File: config.mk
export PLATFORM = sky130hd
export DESIGN_NAME = tdm_link
export DESIGN_NICKNAME = d
export VERILOG_FILES = /design/src/rtl/tdm_link_pkg.sv /design/src/rtl/tdm_frame_ctl.sv /design/src/rtl/tdm_tx.sv /design/src/rtl/tdm_rx.sv /design/src/rtl/tdm_link.sv
export SDC_FILE = /design/constraint.sdc
export NUM_CORES = 1
export LEC_CHECK = 0
export BUFFER_PORTS_ARGS = -buffer_cell sky130_fd_sc_hd__buf_2
export CAP_MARGIN = 10
export CORE_MARGIN = 4
export CORE_UTILIZATION = 56
export CTS_CLUSTER_SIZE = 8
export DETAILED_ROUTE_END_ITERATION = 7
export GPL_TIMING_DRIVEN = 1
export PLACE_DENSITY_LB_ADDON = 0.05
export SYNTH_ARGS = -nofsm -noshare
export SYNTH_HDL_FRONTEND = slang
export SYNTH_SLANG_ARGS = --single-unit
File: constraint.sdc
create_clock -name clk -period 2.81 [get_ports clk]
set_input_delay 0.4215 -clock clk [delete_from_list [all_inputs] [get_ports clk]]
set_output_delay 0.4215 -clock clk [all_outputs]
set_load 0.1 [all_outputs]
File: src/rtl/tdm_link_pkg.sv
package tdm_link_pkg;
    typedef enum logic {FRM_HUNT, FRM_RUN} frm_state_e;
    typedef enum logic {TX_IDLE, TX_SEND} tx_state_e;
endpackage

File: src/rtl/tdm_frame_ctl.sv
module tdm_frame_ctl
    import tdm_link_pkg::*;
#(
    parameter int CNT_W = 7
) (
    input  logic             clk,
    input  logic             rst_n,
    input  logic             frm_sync,
    output logic             running,
    output logic [CNT_W-1:0] cnt,
    output logic             nxt_valid,
    output logic [CNT_W-1:0] nxt_cnt
);
    frm_state_e state_q, state_d;
    logic [CNT_W-1:0] cnt_q;

    always_comb begin
        state_d = state_q;
        unique case (state_q)
            FRM_HUNT: if (frm_sync) state_d = FRM_RUN;
            FRM_RUN:  state_d = FRM_RUN;
            default:  state_d = FRM_HUNT;
        endcase
    end

    always_ff @(posedge clk or negedge rst_n) begin
        if (!rst_n) begin
            state_q <= FRM_HUNT;
            cnt_q   <= '0;
        end else begin
            state_q <= state_d;
            if (nxt_valid) cnt_q <= nxt_cnt;
        end
    end

    always_comb begin
        running   = (state_q == FRM_RUN);
        nxt_valid = frm_sync || running;
        nxt_cnt   = frm_sync ? '0 : cnt_q + CNT_W'(1);
        cnt       = cnt_q;
    end
endmodule

File: src/rtl/tdm_tx.sv
module tdm_tx
    import tdm_link_pkg::*;
#(
    parameter int WORD_W = 16,
    parameter int ADDR_W = 8,
    parameter int CH_W   = 3,
    parameter int BIT_W  = 4
) (
    input  logic                  clk,
    input  logic                  rst_n,
    input  logic                  tdm_mode,
    input  logic [CH_W-1:0]       own_slot,
    input  logic                  nxt_valid,
    input  logic [CH_W+BIT_W-1:0] nxt_cnt,
    input  logic                  wr,
    input  logic [WORD_W-1:0]     wr_word,
    input  logic [ADDR_W-1:0]     wr_dest,
    output logic                  dat_out,
    output logic                  adr_out,
    output logic                  oe,
    output logic                  tx_int,
    output logic                  tx_urun
);
    tx_state_e state_q, state_d;
    logic [WORD_W-1:0] hold_w, dsh;
    logic [ADDR_W-1:0] hold_a, ash;
    logic full;
    logic slot_start, own_start, load;

    assign slot_start = nxt_valid && (nxt_cnt[BIT_W-1:0] == '0);
    assign own_start  = slot_start &&
                        (!tdm_mode || (nxt_cnt[CH_W+BIT_W-1:BIT_W] == own_slot));
    assign load       = own_start && full;

    always_comb begin
        state_d = state_q;
        unique case (state_q)
            TX_IDLE: if (load) state_d = TX_SEND;
            TX_SEND: if (slot_start) state_d = load ? TX_SEND : TX_IDLE;
            default: state_d = TX_IDLE;
        endcase
    end

    always_ff @(posedge clk or negedge rst_n) begin
        if (!rst_n) begin
            state_q <= TX_IDLE;
            full    <= 1'b0;
            hold_w  <= '0;
            hold_a  <= '0;
            dsh     <= '0;
            ash     <= '0;
            tx_int  <= 1'b0;
            tx_urun <= 1'b0;
        end else begin
            state_q <= state_d;
            full    <= (full && !load) || wr;
            if (wr) begin
                hold_w <= wr_word;
                hold_a <= wr_dest;
            end
            if (load) begin
                dsh <= hold_w;
                ash <= hold_a;
            end else if (state_q == TX_SEND) begin
                dsh <= {dsh[WORD_W-2:0], 1'b0};
                ash <= {ash[ADDR_W-2:0], 1'b0};
            end
            tx_int  <= load;
            tx_urun <= own_start && !full;
        end
    end

    always_comb begin
        oe      = (state_q == TX_SEND);
        dat_out = oe && dsh[WORD_W-1];
        adr_out = oe && ash[ADDR_W-1];
    end
endmodule

File: src/rtl/tdm_rx.sv
module tdm_rx #(
    parameter int CH_NUM = 8,
    parameter int WORD_W = 16,
    parameter int ADDR_W = 8,
    parameter int CH_W   = 3,
    parameter int BIT_W  = 4
) (
    input  logic                  clk,
    input  logic                  rst_n,
    input  logic                  running,
    input  logic [CH_W+BIT_W-1:0] cnt,
    input  logic                  tdm_mode,
    input  logic [CH_NUM-1:0]     rx_mask,
    input  logic                  addr_filt,
    input  logic [ADDR_W-1:0]     local_addr,
    input  logic                  dat_in,
    input  logic                  adr_in,
    output logic [WORD_W-1:0]     rx_word,
    output logic [CH_W-1:0]       rx_chan,
    output logic                  rx_int
);
    logic [WORD_W-1:0] dsh;
    logic [ADDR_W-1:0] ash;
    logic [BIT_W-1:0]  bit_idx;
    logic [CH_W-1:0]   chan;
    logic word_end, addr_phase, addr_hit, accept;

    always_comb begin
        bit_idx    = cnt[BIT_W-1:0];
        chan       = cnt[CH_W+BIT_W-1:BIT_W];
        word_end   = running && (bit_idx == BIT_W'(WORD_W - 1));
        addr_phase = running && ({1'b0, bit_idx} < (BIT_W+1)'(ADDR_W));
        addr_hit   = (ash == local_addr) || (&ash);
        accept     = word_end &&
                     (!tdm_mode || (rx_mask[chan] && (!addr_filt || addr_hit)));
    end

    always_ff @(posedge clk or negedge rst_n) begin
        if (!rst_n) begin
            dsh     <= '0;
            ash     <= '0;
            rx_word <= '0;
            rx_chan <= '0;
            rx_int  <= 1'b0;
        end else begin
            if (running)    dsh <= {dsh[WORD_W-2:0], dat_in};
            if (addr_phase) ash <= {ash[ADDR_W-2:0], adr_in};
            if (accept) begin
                rx_word <= {dsh[WORD_W-2:0], dat_in};
                rx_chan <= chan;
            end
            rx_int <= accept;
        end
    end
endmodule

File: src/rtl/tdm_link.sv
module tdm_link #(
    parameter  int CH_NUM = 8,
    parameter  int WORD_W = 16,
    parameter  int ADDR_W = 8,
    localparam int CH_W   = $clog2(CH_NUM),
    localparam int BIT_W  = $clog2(WORD_W),
    localparam int CNT_W  = CH_W + BIT_W
) (
    input  logic              clk,
    input  logic              rst_n,
    input  logic              tdm_mode,
    input  logic [CH_W-1:0]   tx_slot,
    input  logic [CH_NUM-1:0] rx_mask,
    input  logic              addr_filt,
    input  logic [ADDR_W-1:0] local_addr,
    input  logic              frm_sync,
    input  logic              tx_wr,
    input  logic [WORD_W-1:0] tx_word,
    input  logic [ADDR_W-1:0] tx_dest,
    input  logic              dat_in,
    input  logic              adr_in,
    output logic              dat_out,
    output logic              adr_out,
    output logic              line_oe,
    output logic              tx_int,
    output logic              tx_urun,
    output logic [WORD_W-1:0] rx_word,
    output logic [CH_W-1:0]   rx_chan,
    output logic              rx_int
);
    logic             running, nxt_valid;
    logic [CNT_W-1:0] cnt, nxt_cnt;

    tdm_frame_ctl #(.CNT_W(CNT_W)) u_frame (
        .clk(clk), .rst_n(rst_n), .frm_sync(frm_sync),
        .running(running), .cnt(cnt), .nxt_valid(nxt_valid), .nxt_cnt(nxt_cnt)
    );

    tdm_tx #(.WORD_W(WORD_W), .ADDR_W(ADDR_W), .CH_W(CH_W), .BIT_W(BIT_W)) u_tx (
        .clk(clk), .rst_n(rst_n), .tdm_mode(tdm_mode), .own_slot(tx_slot),
        .nxt_valid(nxt_valid), .nxt_cnt(nxt_cnt),
        .wr(tx_wr), .wr_word(tx_word), .wr_dest(tx_dest),
        .dat_out(dat_out), .adr_out(adr_out), .oe(line_oe),
        .tx_int(tx_int), .tx_urun(tx_urun)
    );

    tdm_rx #(.CH_NUM(CH_NUM), .WORD_W(WORD_W), .ADDR_W(ADDR_W),
             .CH_W(CH_W), .BIT_W(BIT_W)) u_rx (
        .clk(clk), .rst_n(rst_n), .running(running), .cnt(cnt),
        .tdm_mode(tdm_mode), .rx_mask(rx_mask), .addr_filt(addr_filt),
        .local_addr(local_addr), .dat_in(dat_in), .adr_in(adr_in),
        .rx_word(rx_word), .rx_chan(rx_chan), .rx_int(rx_int)
    );
endmodule

## Word-level counts from Yosys, hierarchy flattened

Index checks and enable logic that the tools add are counted.

- Logic and storage cells: 59
- Register bits after elaboration: 103
- Input bits: 51
- Output and inout port bits: 25

- Bitwise gates (word level): 2
- $add $sub $neg: 1
- $lt $le $gt $ge: 2
- Reduce and logical (&&, ||, !) cells: 24
- Equal/unequal tests: 3
- Muxes and demuxes: 12

Operators with widths:

| operator | count |
|---|---|
| two-way mux 16 bit | 2 |
| two-way mux 8 bit | 2 |
| logical AND 1 bit | 11 |
| equality test 8 bit | 1 |
| AND reduction 8 bit | 1 |
| adder 7 x 1 -> 7 bit (second input constant) | 1 |
| two-way mux 7 bit | 1 |
| logical OR 1 bit | 6 |
| equality test 4 bit (second input constant) | 1 |
| logical NOT 1 bit | 4 |
| logical NOT 4 bit | 1 |
| < comparator 3 x 4 -> 1 bit (second input constant) | 1 |
| < comparator 4 bit (second input constant) | 1 |
| two-way mux 1 bit | 4 |
| one-hot mux 1 bit (2 select lines) | 2 |
| binary-select mux 1 bit (select 3 bit) | 1 |
| equality test 3 bit | 1 |
| inverter 1 bit | 2 |
| nonzero test 2 bit | 1 |

## Longest topological paths before layout

Gate-level depths: netlist (run 1).

- Depth after elaboration: 9
- Gate-level depth with buffers: 7
- Gate-level depth less buffers: 6

## Hierarchy

Synthesis (run 1) repeated with hierarchy kept, for this count alone.

- Cells, all modules: 425
- Area total of the unflattened synthesis: 5220.0 µm²

Modules (own cells, without submodules):

| module | area each (µm²) | times used | cells each | sequential area each (µm²) |
|---|---|---|---|---|
| tdm_rx | 2366.0 | 1 | 224 | 1076.0 |
| tdm_tx | 2343.5 | 1 | 147 | 1301.2 |
| tdm_frame_ctl | 510.5 | 1 | 54 | 200.2 |

## Worst setup path before layout (run 1)

No wires, ideal clock.

- Kind: reg-to-output
- Start point: register u_tx.state_q (netlist: u_tx.oe)
- End point: output port adr_out
- Arrival: 2.390 ns
- Slack: -0.001 ns
- Path buffers: 2
- Required time: 2.389 ns
- Stages on the path, launching flop included: 4
- Cell sequence: dfrtp_1 clkbuf_1 clkbuf_1 and2_1

- Cells in the longest elaborated chain, start to end: 1

Ends and longest elaborated chain:

| what | RTL line | text |
|---|---|---|
| start, declared | tdm_tx.sv:24 | `tx_state_e state_q, state_d;` |
| start signal, assigned | tdm_tx.sv:55 | `state_q <= state_d;` |
| logical AND 1 bit | tdm_tx.sv:76 | `adr_out = oe && ash[ADDR_W-1];` |
| end, declared | tdm_link.sv:23 | `output logic adr_out,` |

No other way between the ends.

## Worst setup path after layout (run 1)

Ends and elaborated chain as after synthesis.

==> summary.txt, run 1 <==
Logic synthesis
  – Mapped Avg Cell Area: 12.61 um^2
  – Distinct cell type count of the synthesized netlist: 40
  – Post-synth ARST share: 100.0%
  – Top FF cell, synth: dfrtp_1
  – Post-Synth Simple-Gate Area: 9.258%
  – Synthesis-stage register bit count: 103
  – Count of yosys warnings during synthesis: 0
  – Register area share after synthesis: 54.96%
  – Summed instance area of the synthesized netlist: 0.004689 mm^2
  – Area share of xor/xnor cells in the synthesized design: 3.735%
  – Post-synth EDFFs: 0
  – Synthesized net count: 424
  – Post-synthesis compound-gate area fraction: 5.443%
  – Number of cells produced by synthesis: 372
  – Dominant combinational cell family by area after synthesis: multiplexers
  – Fraction of synthesized area in multiplexers: 23.75%
  – Arithmetic-cell share of the synthesized area counting full adders, half adders and majority gates: 0.2668%

Layout
  – Layout Area Growth over Synthesis: 14.03%
  – Number of nets in the layout: 492
  – Most common library cell in the layout ignoring fill and taps: dfrtp_1
  – Antenna diode count: 0
  – Finished Cell Area: 0.005348 mm^2
  – Most frequent cells in the layout: dfrtp_1, mux2_2, buf_2
  – Final cell count without fillers: 550
  – Ratio of cells with drive above 1 in the final layout: 40.90%

Placement
  – Number of placed instances, taps included: 534
  – Routability Congestion: 0.7710
  – Instance area at placement: 0.005161 mm^2
  – Quantity of I/O buffers inserted on ports: 75
  – Detailed Place HPWL: 5853 um

GRT
  – Initial antenna violation count: 0
  – Pin count of the biggest net entering global routing: 42
  – Total congestion overflow: 0
  – Total routing usage reported by global routing: 18.74%
  – Wire length of the first global-routing pass: 14,810 um
  – Via count of the first global-routing pass: 3,120

Clock tree
  – Longest Clk Path Bufs: 2
  – Number of clock sinks: 103
  – Cts repair resizes: 0
  – CTS Hold Buffers Added: 0
  – CTS H-tree depth: 3
  – Cts bufs inserted: 9
  – CTS tree: done
  – Post-CTS Setup Bufs: 0
  – Root buffer selected by CTS: clkbuf_8
  – Clock edge transition at the registers on the reported setup and hold paths: 0.10 ns
  – Clock network latency to the later pin of the worst-skew pair: 0.37 ns

Floorplanning
  – Width of the die: 99.51 um
  – Die area: 0.009902 mm^2
  – Placement row count: 33
  – Initial core utilization: 57.36%
  – I/O Pins: 76
  – Area inside the core boundary: 0.008175 mm^2
  – Die boundary height: 99.51 um

STA
  – Final-report max-slew violation count: 0
  – Final critical path time including I/O delays and setup: 2.320 ns
  – Unrepaired setup endpoints after global routing: no
  – Actual slew at the worst max-slew pin: 0.8013 ns
  – Worst Skew: 0.01492 ns
  – Worst-case headroom to the max-slew limit: 46.58%
  – Final setup fails: 0
  – Final critical-path share of the clock period: 82.56%
  – Endpoints failing hold: 0
  – F_max: 431.1 MHz
  – Final setup TNS: 0 ns

Worst setup path
  – Maximum fanout encountered on the critical timing path: 18
  – Required time at the worst-slack endpoint: 2.39 ns
  – Kind of launch point of the worst setup path: register
  – Sequence of cells on the critical path: and2_2, buf_2
  – Kind of end point of the critical path: output pin
  – Critical path type: reg2out
  – Critical path's slowest cell: dfrtp_1
  – Worst stage delay on the critical path: 0.83 ns
  – Crit path DAT: 1.90 ns

Pwr
  – Power per cell area: 637.0 mW/mm^2
  – Worst supply voltage drop on vdd: 0.0003497 V
  – Leakage: 0.002404 uW

Route
  – Iteration-0 DRC count of the detailed router: 97
  – Detailed-route wire length per cell: 15.62 um
  – Number of detailed-routing iterations run before antenna repair: 4
  – Number of nets with antenna violations after routing: 0
  – Vias per inst: 5.545
  – Routed vias: 3,050
  – Post-Route WL: 8590 um
  – # DRC: 0

Run status
  – Outcome: completed

Worst hold path
  – Class of the most critical hold timing path: in2async

Job
  – # Max-Cap Violations: 0
power breakdown:
part           switching (uW)  internal (uW)  total (uW)
combinational             302            382         683
clock                     539            341         880
sequential                134           1710        1840
synthesized netlist by cell type (2+ instances only):
| master | count | area (um^2) |
|---|---|---|
| a21oi_1 | 2 | 10.01 |
| and2_1 | 4 | 25.02 |
| and3_1 | 3 | 18.77 |
| buf_2 | 4 | 20.02 |
| buf_6 | 2 | 22.52 |
| clkbuf_1 | 17 | 63.81 |
| dfrtp_1 | 103 | 2577 |
| mux2_1 | 18 | 202.7 |
| mux2_2 | 76 | 855.8 |
| mux4_2 | 2 | 45.04 |
| nand2_1 | 61 | 229.0 |
| nand2b_1 | 2 | 12.51 |
| nand4_1 | 5 | 31.28 |
| nor2_1 | 10 | 37.54 |
| nor2b_1 | 2 | 12.51 |
| nor4_1 | 2 | 12.51 |
| o221ai_1 | 18 | 157.7 |
| xnor2_1 | 9 | 78.83 |
| xor2_1 | 11 | 96.34 |
registers in the layout (all words and copies together), names as in the netlist:
register / count
u_tx.tx_urun: 1
u_rx.dsh: 15
u_tx.full: 1
u_rx.ash: 8
u_rx.rx_chan: 3
u_tx.hold_w: 16
u_tx.ash: 8
u_tx.oe: 1
u_frame.cnt: 7
u_frame.running: 1
u_tx.tx_int: 1
u_tx.hold_a: 8
u_rx.rx_int: 1
u_rx.rx_word: 16
u_tx.dsh: 16
critical path: cells and delay by family (launching register included):
kind | cells | cell delay (ns)
AND/OR/NAND/NOR | 1 | 0.28
buffers and inverters | 1 | 0.42
flip-flops | 1 | 0.83
area by class of cell:
| type | count | area [um^2] |
|---|---|---|
| Multi-Input combinational cell | 243 | 1993 |
| Tap cell | 105 | 131.4 |
| Fill cell | 679 | 2828 |
| Sequential cell | 103 | 2577 |
| Clock inverter | 7 | 62.56 |
| Inverter | 1 | 3.754 |
| Timing Repair Buffer | 82 | 455.4 |
| Clock buffer | 9 | 123.9 |
per-stage QoR:
step	setup slack (ns)	hold WS [ns]	total power [uW]	util [%]
3_3_place_gp	0.5181	0.4312	2532	63.13
3_5_place_dp	0.4616	0.4293	2565	63.13
5_1_grt	0.3844	0.03947	3610	65.41
6_report	0.4901	0.02136	3407	65.41
2_1_floorplan	0.2694	0.1259	2378	-
4_1_cts	0.4711	0.02344	3458	65.41
logic make-up (layout without fill, tap and decap cells):
logic type	Yosys count	count (layout)
AO/OA/AOI/OAI	30	30
XOR/XNOR	20	20
adder cells (fa/ha/maj)	1	1
AND/OR/NAND/NOR	95	95
buffers and inverters	26	99
flip-flops	103	103
multiplexers	97	97
layer usage:
layer | part of all wire [%] | GRT usage [%] | vias to the layer above | wire length [um]
met5 | 0 | 0 | - | 0
met4 | 1.5 | 5.882 | 0 | 129
met3 | 5.5 | 4.698 | 10 | 469
met2 | 45 | 28.56 | 67 | 3877
met1 | 48 | 26.68 | 1523 | 4114
li1 | - | - | 1450 | -
final timing paths:
path                       depth (start not counted)           start              end  slack [ns]
setup / recovery                                   2         u_tx.oe          adr_out        0.49
hold / removal                                     1           rst_n      u_rx.rx_int        0.02
setup reg to reg                                   7  u_frame.cnt[0]      u_tx.dsh[2]        0.50
hold reg to reg                                    1  u_tx.hold_w[5]      u_tx.dsh[5]        0.50
max in group asynchronous                          2           rst_n  u_rx.rx_chan[1]        2.07
min in group clk                                   2      tx_dest[5]   u_tx.hold_a[5]        0.27
Power figures use the tool's default switching activity.
==> run 2, diff against run 1 <==
--- a/config.mk
+++ b/config.mk
@@ -8,7 +8,7 @@
 export BUFFER_PORTS_ARGS = -buffer_cell sky130_fd_sc_hd__buf_2
 export CAP_MARGIN = 10
 export CORE_MARGIN = 4
-export CORE_UTILIZATION = 56
+export CORE_UTILIZATION = 51
 export CTS_CLUSTER_SIZE = 8
 export DETAILED_ROUTE_END_ITERATION = 7
 export GPL_TIMING_DRIVEN = 1
==> constraint.sdc (replaced) <==
create_clock -name clk -period 2.1 [get_ports clk]
set_input_delay 0.315 -clock clk [delete_from_list [all_inputs] [get_ports clk]]
set_output_delay 0.315 -clock clk [all_outputs]
set_load 0.1 [all_outputs]
==> run 2 against run 1 <==
The run now ends with setup timing left. Sequential share of layout area shrank 3.8 points. Register-to-register slack worse by 0.65 ns. Setup slack worse by 0.64 ns. Hold slack gained 0.16 ns. Clock power rose by 34%. Cell count is 5.6% higher. Wire length rose by 5.4%. Design area rose by 8.6%. Non-clock buffer count is 28 higher. Largest cell class unchanged. Global-route usage is 2.2 points lower. Critical endpoint is now u_tx.dsh[14]. Core utilization is 0.20 points higher. Die area up 9.0%.
==> summary.txt, run 2 (synthesis gave the netlist of run 1 again) <==
Clock tree
  – CTS tree: done
  – Clock edge transition at the registers on the reported setup and hold paths: 0.10 ns
  – Number of clock sinks: 103
  – Clock network latency to the later pin of the worst-skew pair: 0.35 ns
  – Longest Clk Path Bufs: 2
  – CTS H-tree depth: 3
  – Cts bufs inserted: 9
  – Root buffer selected by CTS: clkbuf_8

Pwr
  – Sequential share of power: 51.0%
  – Leakage: 0.002648 uW
  – Net switching power figure: 1331 uW
  – Power share of the clock group: 24.3%
  – Share of total power consumed by net switching: 27.44%
  – Internal cell power: 3519 uW
  – Worst supply voltage drop on vdd: 0.0006474 V
  – Part of the total power dissipated in combinational logic: 24.7%
  – Power per cell area: 835.4 mW/mm^2

GRT
  – Total routing usage reported by global routing: 16.50%
  – Wire length of the first global-routing pass: 14,840 um
  – Via count of the first global-routing pass: 3,084
  – Total congestion overflow: 0
  – Pin count of the biggest net entering global routing: 72
  – Initial antenna violation count: 0

STA
  – Final critical path time including I/O delays and setup: 2.251 ns
  – Unrepaired setup endpoints after global routing: yes
  – F_max: 444.2 MHz
  – Actual slew at the worst max-slew pin: 0.5533 ns
  – Endpoints failing hold: 0
  – Final setup fails: 25
  – Final critical-path share of the clock period: 107.2%
  – Worst-case headroom to the max-slew limit: 63.11%
  – Worst hold slack after final layout: 0.1813 ns
  – Worst Skew: 0.008984 ns
  – Final-report max-slew violation count: 0
  – Slack of the critical path: -0.1512 ns

Layout
  – Count of fill cells added during filler insertion: 714
  – Leading registers by flop count: u_rx.rx_word: 16 flops, u_tx.dsh: 16 flops, u_tx.hold_w: 16 flops
  – Number of nets in the layout: 520
  – Multi-input combinational cell area: 0.002147 mm^2
  – Post-layout utilization of the core: 65.61%
  – Ratio of cells with drive above 1 in the final layout: 49.89%
  – Most common library cell in the layout ignoring fill and taps: dfrtp_1
  – Layout Area Growth over Synthesis: 23.80%
  – Area taken by flip-flops and latches: 0.002580 mm^2
  – Most frequent cells in the layout: dfrtp_1, buf_2, mux2_2
  – Antenna diode count: 0

Worst setup path
  – Kind of end point of the critical path: register
  – Kind of launch point of the worst setup path: register
  – Maximum fanout encountered on the critical timing path: 6
  – Crit path DAT: 2.49 ns
  – Required time at the worst-slack endpoint: 2.34 ns
  – Critical path type: reg2reg

Route
  – Detailed-route wire length per cell: 15.59 um
  – Vias per inst: 5.313
  – Number of nets with antenna violations after routing: 0
  – Number of detailed-routing iterations run before antenna repair: 4
  – Post-Route WL: 9055 um
  – Iteration-0 DRC count of the detailed router: 117
  – Routed vias: 3,087
  – # DRC: 0

Floorplanning
  – Initial core utilization: 53.00%
  – Width of the die: 103.9 um
  – I/O Pins: 76
  – Die area: 0.01079 mm^2
  – Die boundary height: 103.9 um
  – Area inside the core boundary: 0.008848 mm^2
  – Placement row count: 34

Placement
  – Routability Congestion: 0.7307
  – Detailed Place HPWL: 5933 um
  – Quantity of I/O buffers inserted on ports: 75

Worst hold path
  – Class of the most critical hold timing path: in2reg

Job
  – # Max-Cap Violations: 0

Run status
  – Outcome: finished with violations
  – Failing checks: setup timing
==> run 2: changes by cell type in the layout (fill, tap and decap cells not counted), moves of 3 or more <==
| cell | change |
|---|---|
| buf_12 | +3 |
| mux2_2 | -6 |
| mux2_4 | +24 |
| buf_4 | +20 |
| mux2_1 | -18 |
==> run 2: worst paths after layout <==
kind,startpoint,endpoint,slack [ns],cells after the start
worst max register to register,u_frame.cnt[0],u_tx.dsh[14],-0.15,8
worst min-delay path,tx_dest[2],u_tx.hold_a[2],0.18,2
worst min register to register,u_tx.full,u_tx.tx_urun,0.48,1
worst max-delay path,u_frame.cnt[0],u_tx.dsh[14],-0.15,8
max in group asynchronous,rst_n,u_tx.oe,1.17,3
min in group asynchronous,rst_n,u_rx.ash[7],0.31,2
==> run 2: routing by layer <==
metal	vias to the layer above	share of wire [%]	GRT usage [%]	wire, um
li1	1513	-	-	-
met4	0	0.75	4.274	68
met1	1508	52	24.63	4716
met5	-	0	0	0
met2	61	43	24.47	3914
met3	5	3.9	3.724	357
==> run 2: area by class of cell <==
| cell class | instances | area share, % |
|---|---|---|
| Multi-Input combinational cell | 243 | 36.98 |
| Tap cell | 108 | 2.328 |
| Timing Repair Buffer | 110 | 12.89 |
| Clock inverter | 6 | 0.9267 |
| Sequential cell | 103 | 44.44 |
| Inverter | 1 | 0.06466 |
| Clock buffer | 10 | 2.371 |
==> run 2: metrics by stage <==
stage          setup WS, ns  std cells  total power (uW)  TNS (ns)  area, um^2
2_1_floorplan       -0.2109        372              3195    -4.270        4706
3_3_place_gp       -0.07402        554              3425    -1.506        5344
3_5_place_dp        -0.1397        554              3461    -3.021        5344
4_1_cts             -0.1130        573              4687    -2.453        5598
5_1_grt             -0.2244        581              5104    -4.870        5806
6_report            -0.1512        581              4850    -3.208        5806
==> run 2: what timing repair did <==
| action | 4_1_cts | 5_1_grt |
|---|---|---|
| setup buffers | 1 | 6 |
| hold buffers | 1 | 0 |
| setup endpoints to repair | 24 | 25 |
| cloned | 1 | 2 |
| gates resized for setup | 4 | 31 |
| pin swaps | 1 | 5 |
| endpoints found under the hold margin | 7 | 0 |
==> run 2: power by group through the flow <==
stage	Combinational (uW)	Sequential [uW]	Clock (uW)
global placement	921	2500	0
finish	1200	2470	1180
detailed placement	952	2510	0
floorplan	714	2480	0
global route	1290	2510	1300
CTS	997	2470	1220
==> run 2: worst max-delay path: stages, from the launching register on <==
cell and delay (ns):
dfrtp_1 0.42, ha_4 0.19, and3_4 0.19, xnor2_1 0.12
o221a_1 0.26, nor4b_4 0.32, buf_4 0.19, clkbuf_16 0.16
mux2_4 0.29
==> run 3, diff against run 2 <==
--- a/config.mk
+++ b/config.mk
@@ -7,8 +7,11 @@
 export LEC_CHECK = 0
 export BUFFER_PORTS_ARGS = -buffer_cell sky130_fd_sc_hd__buf_2
 export CAP_MARGIN = 10
+export CELL_PAD_IN_SITES_DETAIL_PLACEMENT = 1
+export CELL_PAD_IN_SITES_GLOBAL_PLACEMENT = 1
 export CORE_MARGIN = 4
-export CORE_UTILIZATION = 51
+export CORE_UTILIZATION = 41
+export CTS_CLUSTER_DIAMETER = 80
 export CTS_CLUSTER_SIZE = 8
 export DETAILED_ROUTE_END_ITERATION = 7
 export GPL_TIMING_DRIVEN = 1
==> run 3 against run 2 <==
The flow still finishes with violations (setup timing). Design area grew 2.1%. Sequential share of layout area fell by 0.91 points. Die area increased by 22%. Power grew 9.5%. Global-route usage is 1.1 points higher. Clock power rose by 36%. Critical path depth is the same. Sequential cell count did not move. Hold slack better by 0.0086 ns. Count of clock-buffer cells in the layout increased by 1. Critical path type unchanged. Critical endpoint is now u_tx.dsh[8]. Largest cell class unchanged.
==> summary.txt, run 3 (synthesis gave the netlist of run 1 again) <==
Layout
  – Number of nets in the layout: 520
  – Most frequent cells in the layout: dfrtp_1, buf_2, mux2_2
  – Leading registers by flop count: u_rx.rx_word: 16 flops, u_tx.dsh: 16 flops, u_tx.hold_w: 16 flops
  – Ratio of cells with drive above 1 in the final layout: 49.05%
  – Most common library cell in the layout ignoring fill and taps: dfrtp_1
  – Antenna diode count: 0
  – Finished Cell Area: 0.005927 mm^2
  – Layout Area Growth over Synthesis: 26.39%

GRT
  – Wire length of the first global-routing pass: 18,310 um
  – Total congestion overflow: 0
  – Pin count of the biggest net entering global routing: 36
  – Via count of the first global-routing pass: 3,609
  – Total routing usage reported by global routing: 17.65%
  – Initial antenna violation count: 0

Run status
  – Failing checks: setup timing
  – Outcome: finished with violations

STA
  – Actual slew at the worst max-slew pin: 0.5615 ns
  – Endpoints failing hold: 0
  – Worst-case headroom to the max-slew limit: 62.57%
  – Slack of the critical path: -0.1151 ns
  – F_max: 451.5 MHz
  – Unrepaired setup endpoints after global routing: yes
  – Worst Skew: 0.003581 ns
  – Final setup TNS: -2.178 ns
  – Final critical-path share of the clock period: 105.5%
  – Final critical path time including I/O delays and setup: 2.215 ns
  – Final setup fails: 24
  – Final-report max-slew violation count: 0

Worst setup path
  – Crit path DAT: 2.45 ns
  – Reg2reg end: u_tx.dsh[8]
  – Maximum fanout encountered on the critical timing path: 6
  – Minimum setup slack among reg-to-reg paths: -0.12 ns
  – Number of buffer and inverter stages on the critical path: 2
  – Kind of launch point of the worst setup path: register
  – Count of cells along the worst register-to-register path: 8
  – Kind of end point of the critical path: register
  – Required time at the worst-slack endpoint: 2.33 ns
  – Startpoint of the lowest-slack register-to-register path: u_frame.cnt[0]
  – Critical path type: reg2reg
  – Worst stage delay on the critical path: 0.41 ns
  – Worst setup path startpoint: u_frame.cnt[0]
  – Sequence of cells on the critical path: ha_4, and3_4, xnor2_1, o221a_1, nor4b_4, buf_4, clkbuf_16, mux2_4
  – Critical path's slowest cell: dfrtp_1
  – Cell type group with the largest total delay on the critical path: simple AND/OR/NAND/NOR gates

Floorplanning
  – I/O Pins: 76
  – Width of the die: 114.9 um
  – Die boundary height: 114.9 um
  – Die area: 0.01321 mm^2
  – Initial core utilization: 42.51%
  – Placement row count: 38
  – Area inside the core boundary: 0.01103 mm^2

Worst hold path
  – Number of instances on the worst hold path: 2
  – Hold EP: u_tx.hold_w[1]
  – Class of the most critical hold timing path: in2reg
  – Critical hold path startpoint: tx_word[1]

Clock tree
  – CTS tree: done
  – Longest Clk Path Bufs: 2
  – Clock edge transition at the registers on the reported setup and hold paths: 0.07 ns
  – Number of clock sinks: 103
  – CTS H-tree depth: 3
  – Clock network latency to the later pin of the worst-skew pair: 0.35 ns
  – Cts bufs inserted: 9
  – Root buffer selected by CTS: clkbuf_16

Job
  – # Max-Cap Violations: 0

Pwr
  – Worst supply voltage drop on vdd: 0.0006337 V
  – Leakage: 0.002691 uW
  – Power per cell area: 895.9 mW/mm^2

Placement
  – Instance area at placement: 0.005386 mm^2
  – Detailed Place HPWL: 7269 um
  – Routability Congestion: 0.8003
  – Quantity of I/O buffers inserted on ports: 75

Route
  – Number of detailed-routing iterations run before antenna repair: 4
  – Iteration-0 DRC count of the detailed router: 98
  – Number of nets with antenna violations after routing: 0
  – Detailed-route wire length per cell: 17.78 um
  – # DRC: 0
  – Vias per inst: 5.334
  – Post-Route WL: 10,900 um
  – Routed vias: 3,270
==> run 3: where the power goes <==
group	switching [uW]	internal, uW	leakage, uW
combinational	476	758	0.00139
sequential	188	2290	0.00117
clock	751	845	0.000129
==> run 3: layout make-up <==
| cell class | instances | area, um^2 |
|---|---|---|
| clock inverters | 5 | 40.04 |
| clock buffers | 11 | 242.7 |
| multi-input cells | 243 | 2121 |
| flip-flops and latches | 103 | 2580 |
| fillers | 1132 | 5104 |
| inverters | 1 | 3.754 |
| well taps | 140 | 175.2 |
| repair buffers | 110 | 764.5 |
==> run 3: repair_timing <==
item,in CTS,in global routing
endpoints found under the hold margin,16,0
gates cloned,2,2
setup buffers,2,2
hold buffers,1,0
endpoints found under the setup margin,42,33
resized for setup,13,19
pin swaps,2,4
==> run 3: worst max path at each step <==
stage / end / slack, ns / cells after the start
after floorplan: u_tx.dsh[10] / -0.21 / 7
after global placement: u_tx.dsh[15] / -0.08 / 6
after detailed placement: u_tx.dsh[13] / -0.12 / 7
after CTS: u_tx.dsh[14] / -0.11 / 7
after global routing: u_tx.dsh[9] / -0.23 / 8
final: u_tx.dsh[8] / -0.12 / 8
==> run 3: per-layer routing <==
| metal | share of wire [%] | wire length [um] | GRT usage, % |
|---|---|---|---|
| met5 | 0 | 0 | 0 |
| met4 | 1.8 | 192 | 5.790 |
| met3 | 4.2 | 458 | 5.368 |
| met2 | 47 | 5076 | 27.43 |
| met1 | 47 | 5172 | 23.69 |
==> run 3: per-stage QoR <==
stage	cells	power, uW	util [%]	hold slack, ns	setup slack (ns)
3_5_place_dp	588	3503	48.83	0.2125	-0.1191
5_1_grt	613	5608	53.73	0.1754	-0.2323
6_report	613	5310	53.73	0.1900	-0.1151
3_3_place_gp	588	3443	48.83	0.2076	-0.08053
2_1_floorplan	372	3195	-	0.01941	-0.2109
4_1_cts	609	5237	52.67	0.1736	-0.1066
